## src/rtl/cascade_count_stage.sv

```systemverilog
module cascade_count_stage #(
  parameter int WIDTH       = 4,
  parameter bit ASYNC_RESET = 1'b1
) (
  input  logic             clk,
  input  logic             rst_n,
  input  logic             load_n,
  input  logic             en_p,
  input  logic             en_t,
  input  logic [WIDTH-1:0] preset,
  output logic [WIDTH-1:0] count,
  output logic             carry
);
  logic [WIDTH-1:0] cnt_q;
  logic [WIDTH-1:0] cnt_d;
  logic             advance;

  assign advance = en_p & en_t;

  always_comb begin
    if (!load_n)      cnt_d = preset;
    else if (advance) cnt_d = cnt_q + 1'b1;
    else              cnt_d = cnt_q;
  end

  generate
    if (ASYNC_RESET) begin : g_async_rst
      always_ff @(posedge clk or negedge rst_n) begin
        if (!rst_n) cnt_q <= '0;
        else        cnt_q <= cnt_d;
      end
    end else begin : g_sync_rst
      always_ff @(posedge clk) begin
        if (!rst_n) cnt_q <= '0;
        else        cnt_q <= cnt_d;
      end
    end
  endgenerate

  assign count = cnt_q;
  assign carry = en_t & (&cnt_q);
endmodule


```

## config.mk

```make
export PLATFORM = sky130hd
export DESIGN_NAME = cascade_count_stage
export DESIGN_NICKNAME = d
export VERILOG_FILES = /design/src/rtl/cascade_count_stage.sv
export SDC_FILE = /design/constraint.sdc
export NUM_CORES = 1
export LEC_CHECK = 0
export BUFFER_PORTS_ARGS = -buffer_cell sky130_fd_sc_hd__buf_2
export CORE_AREA = 2 2 39 41
export DETAILED_ROUTE_END_ITERATION = 7
export DIE_AREA = 0 0 41 43
export SYNTH_ARGS = -nofsm -noshare
export SYNTH_HDL_FRONTEND = slang
export SYNTH_SLANG_ARGS = --single-unit
```

## constraint.sdc

```tcl
create_clock -name clk -period 1.3 [get_ports clk]
set_input_delay 0.13 -clock clk [delete_from_list [all_inputs] [get_ports clk]]
set_output_delay 0.13 -clock clk [all_outputs]
set_load 0.1 [all_outputs]
```

==> out/qor.txt <==
POWER
----------------------------------------------------------------------------
Sw Pwr                                                            0.000233 W
Power density normalized to cell area                            1370 nW/um2
Static Leak                                                         0.182 nW
Power share of the clock group                                         26.2%
Final total power                                                 0.000571 W
Sequential fraction of design power                                    28.8%
Fraction of power spent switching nets                                 40.9%
Comb power frac                                                        45.0%
Internal power of the cells                                       0.000338 W
Largest vdd supply drop                                           0.000476 V

CLOCK TREE
----------------------------------------------------------------------------
Clock-pin transition on the worst setup and hold timing paths        0.03 ns
Clk buf depth                                                              2
Total clock sinks                                                          4
Clock network latency to the later pin of the worst-skew pair        0.23 ns
Number of gates resized after CTS                                          0
Clock buffer count from CTS                                                3
TritonCTS clock tree                                                     yes
Root buf cell                                                   sky130_fd_sc_hd__clkbuf_4
Number of H-tree levels                                                    1

CRITICAL PATH
----------------------------------------------------------------------------
Buffers and inverters on the worst path                                    1
CP max FO                                                                  2
Slack of the worst reg-to-reg path                                   0.07 ns
Critical path launch point type                                     register
Required time reported for the critical path endpoint                1.17 ns
Data arrival time at the worst-slack endpoint                        1.18 ns
Slowest cell on the critical path                               sky130_fd_sc_hd__dfrtp_4
Crit. End Element                                                 output pin
Startpoint of the lowest-slack register-to-register path            count[0]
CP cell instances                                               ha_4, and4_4, buf_12
Worst reg2reg endpoint                                              count[3]
Kind of critical path                                                reg2out
Max incr delay on CP                                                 0.48 ns
Worst path top cell family by delay                               flip-flops
Path depth of the worst reg2reg path                                       4

GLOBAL ROUTE
----------------------------------------------------------------------------
Global-route wire length before repair                                952 um
Vias in the first global route                                           241
Initial antenna violation count                                            0
Total gr overflow                                                          0
Maximum number of pins on one net before global-route repair               9
Global router's overall resource usage                                 8.67%

STA
----------------------------------------------------------------------------
Fin. max-slew vios                                                         0
Setup slack after layout                                         -0.00980 ns
Final hold violation count                                                 0
Max_slew headroom                                                      67.9%
Slew at the pin closest to its max-slew limit                       0.484 ns
Part of the cycle the worst path needs                                  101%
Hold Slack                                                          0.148 ns
Time the final worst path needs with I/O delays and setup            1.31 ns
Peak clock frequency supported by timing                             763 MHz
Post-route clock skew                                             0.00113 ns
RSZ-0062 raised after global routing                                    true
Final number of setup-violating endpoints                                  1

FLOORPLANNING
----------------------------------------------------------------------------
Floorplan die width                                                    41 um
Floorplan row count                                                       14
Starting utilization of the core area                                  15.7%
Full die area                                                       1760 um2
Number of primary I/O pins                                                14
Area of the core                                                    1380 um2
Chip height                                                            43 um

PLACED DESIGN
----------------------------------------------------------------------------
Post-place instance area                                             370 um2
GP Congestion                                                          0.744
Worst slack after detailed placement                                0.160 ns
Number of buffers inserted by port buffering                              13

LOGIC SYNTHESIS
----------------------------------------------------------------------------
Yosys top cell by area                                          sky130_fd_sc_hd__dfrtp_1
Top cells by area, synth                                        sky130_fd_sc_hd__dfrtp_1 46%, sky130_fd_sc_hd__xor2_1 8.0%, sky130_fd_sc_hd__a21oi_1 6.9%, sky130_fd_sc_hd__nor2_1 6.9%, sky130_fd_sc_hd__ha_1 5.7%
Unique masters post-synth                                                 13
Number of instances in the synthesized netlist                            23
Mapped Avg Cell Area                                                9.47 um2
Post-synthesis cell area                                             218 um2
Share of the yosys chip area belonging to registers                    46.0%
Top-area cell type share of the netlist area                           46.0%
Ys Warns                                                                   0
Synth Net Count                                                           33
Number of synthesized register bits                                        4

ROUTING
----------------------------------------------------------------------------
Vias per cell                                                           4.07
Top routing layer in use                                                met3
Drt first-iter violations                                                  3
Routed wire length                                                    546 um
Post-detailed-route DRC marker count                                       0
Detailed-route wire length on metal 1                                 244 um
Total met3 wirelength after detailed routing                           87 um
Detailed-route via count                                                 232
Total iterations of the first detailed-routing run                         4
Wire length on met2                                                   214 um
Wire per inst                                                        9.58 um
Count of antenna-violating nets left after detailed routing                0

FINISH
----------------------------------------------------------------------------
Number of flip-flops under the largest register name                       4
Final Net Count                                                           53
ANT cells                                                                  0
Share of post-route cells with drive strength above 1                  61.0%
Synthesis-to-layout area growth                                        92.0%
Non-Filler Cell Area, Final                                          418 um2
Final Util                                                             30.2%

WORST HOLD PATH
----------------------------------------------------------------------------
Worst hold-check path type                                            in2reg
HP Start                                                           preset[1]
Terminating pin of the worst hold path                              count[1]
Number of stages on the worst hold path                                    3

RUN STATUS
----------------------------------------------------------------------------
Violations in the final reports                                 negative setup slack
Run status                                                      finished with violations

FLOW RUN
----------------------------------------------------------------------------
Count of maximum capacitance violations                                    0

cell families after synthesis:
family | Yosys count | share of synthesized area [%]
compound gates | 5 | 12.1
xor+xnor | 2 | 8.05
fa+ha+maj | 1 | 5.75
buf+inv | 1 | 1.72
flops | 4 | 46.0
mux | 1 | 4.60
simple gates | 9 | 21.8
timing repair:
action | 4_1_cts | 5_1_grt
endpoints found under the hold margin | 4 | 0
buffers inserted | 2 | 0
pin swaps | 2 | 0
hold buffers | 1 | 0
setup endpoints to repair | 1 | 1
cell usage after synthesis:
| cell type | count |
|---|---|
| sky130_fd_sc_hd__nand2_2 | 1 |
| sky130_fd_sc_hd__xor2_1 | 2 |
| sky130_fd_sc_hd__nand3_1 | 2 |
| sky130_fd_sc_hd__a21oi_1 | 3 |
| sky130_fd_sc_hd__dfrtp_1 | 4 |
| sky130_fd_sc_hd__o21ai_0 | 1 |
| sky130_fd_sc_hd__nor2_1 | 4 |
| sky130_fd_sc_hd__mux2i_1 | 1 |
| sky130_fd_sc_hd__and4_2 | 1 |
| sky130_fd_sc_hd__clkbuf_1 | 1 |
| sky130_fd_sc_hd__ha_1 | 1 |
| sky130_fd_sc_hd__or3_1 | 1 |
| sky130_fd_sc_hd__a31oi_1 | 1 |
per-stage QoR:
step | TNS [ns] | instances
2_1_floorplan | -0.0532 | 23
3_3_place_gp | 0 | 51
3_5_place_dp | 0 | 51
4_1_cts | -0.0216 | 57
5_1_grt | -0.0498 | 57
6_report | -0.00980 | 57
layer usage:
metal / GRT usage [%] / up-vias
li1: - / 118
met1: 10.4 / 97
met2: 10.0 / 17
met3: 3.66 / 0
met4: 10.0 / 0
met5: 0 / -
power groups by stage:
stage	clock network (W)	registers, W	logic [W]
CTS	0.000160	0.000164	0.000259
detailed placement	0	0.000175	0.000235
global placement	0	0.000174	0.000235
finish	0.000150	0.000164	0.000257
floorplan	0	0.000277	0.0000551
global route	0.000177	0.000166	0.000277
worst max path at each step:
stage | endpoint | start | depth (start not counted)
floorplan | carry | count[0] | 2
global placement | carry | count[0] | 3
detailed placement | carry | count[0] | 3
CTS | carry | count[1] | 3
global route | carry | count[1] | 3
finish | carry | count[1] | 3
worst reg2reg max path: stages, from the launching register on:
cell,delay [ns]
sky130_fd_sc_hd__dfrtp_4,0.41
sky130_fd_sc_hd__buf_4,0.14
sky130_fd_sc_hd__nand3_1,0.09
sky130_fd_sc_hd__or3_1,0.32
sky130_fd_sc_hd__a31oi_1,0.17
cell usage in the layout, fill, tap and decap left out:
master,instances
sky130_fd_sc_hd__dfrtp_4,3
sky130_fd_sc_hd__o21ai_0,1
sky130_fd_sc_hd__buf_4,2
sky130_fd_sc_hd__dfrtp_2,1
sky130_fd_sc_hd__ha_4,1
sky130_fd_sc_hd__nand3_1,2
sky130_fd_sc_hd__buf_12,3
sky130_fd_sc_hd__a31oi_1,1
sky130_fd_sc_hd__clkbuf_4,3
sky130_fd_sc_hd__dlygate4sd3_1,1
sky130_fd_sc_hd__nand2_2,1
sky130_fd_sc_hd__mux2i_1,1
sky130_fd_sc_hd__xor2_1,2
sky130_fd_sc_hd__a21oi_1,3
sky130_fd_sc_hd__or3_1,1
sky130_fd_sc_hd__nor2_1,4
sky130_fd_sc_hd__buf_2,10
sky130_fd_sc_hd__and4_4,1
area by class of cell:
type | count | area, um2
multi-input cells | 18 | 128
flip-flops and latches | 4 | 113
well taps | 16 | 20.0
repair buffers | 16 | 135
clock buffers | 3 | 22.5
fillers | 148 | 966
Power figures use the tool's default switching activity.
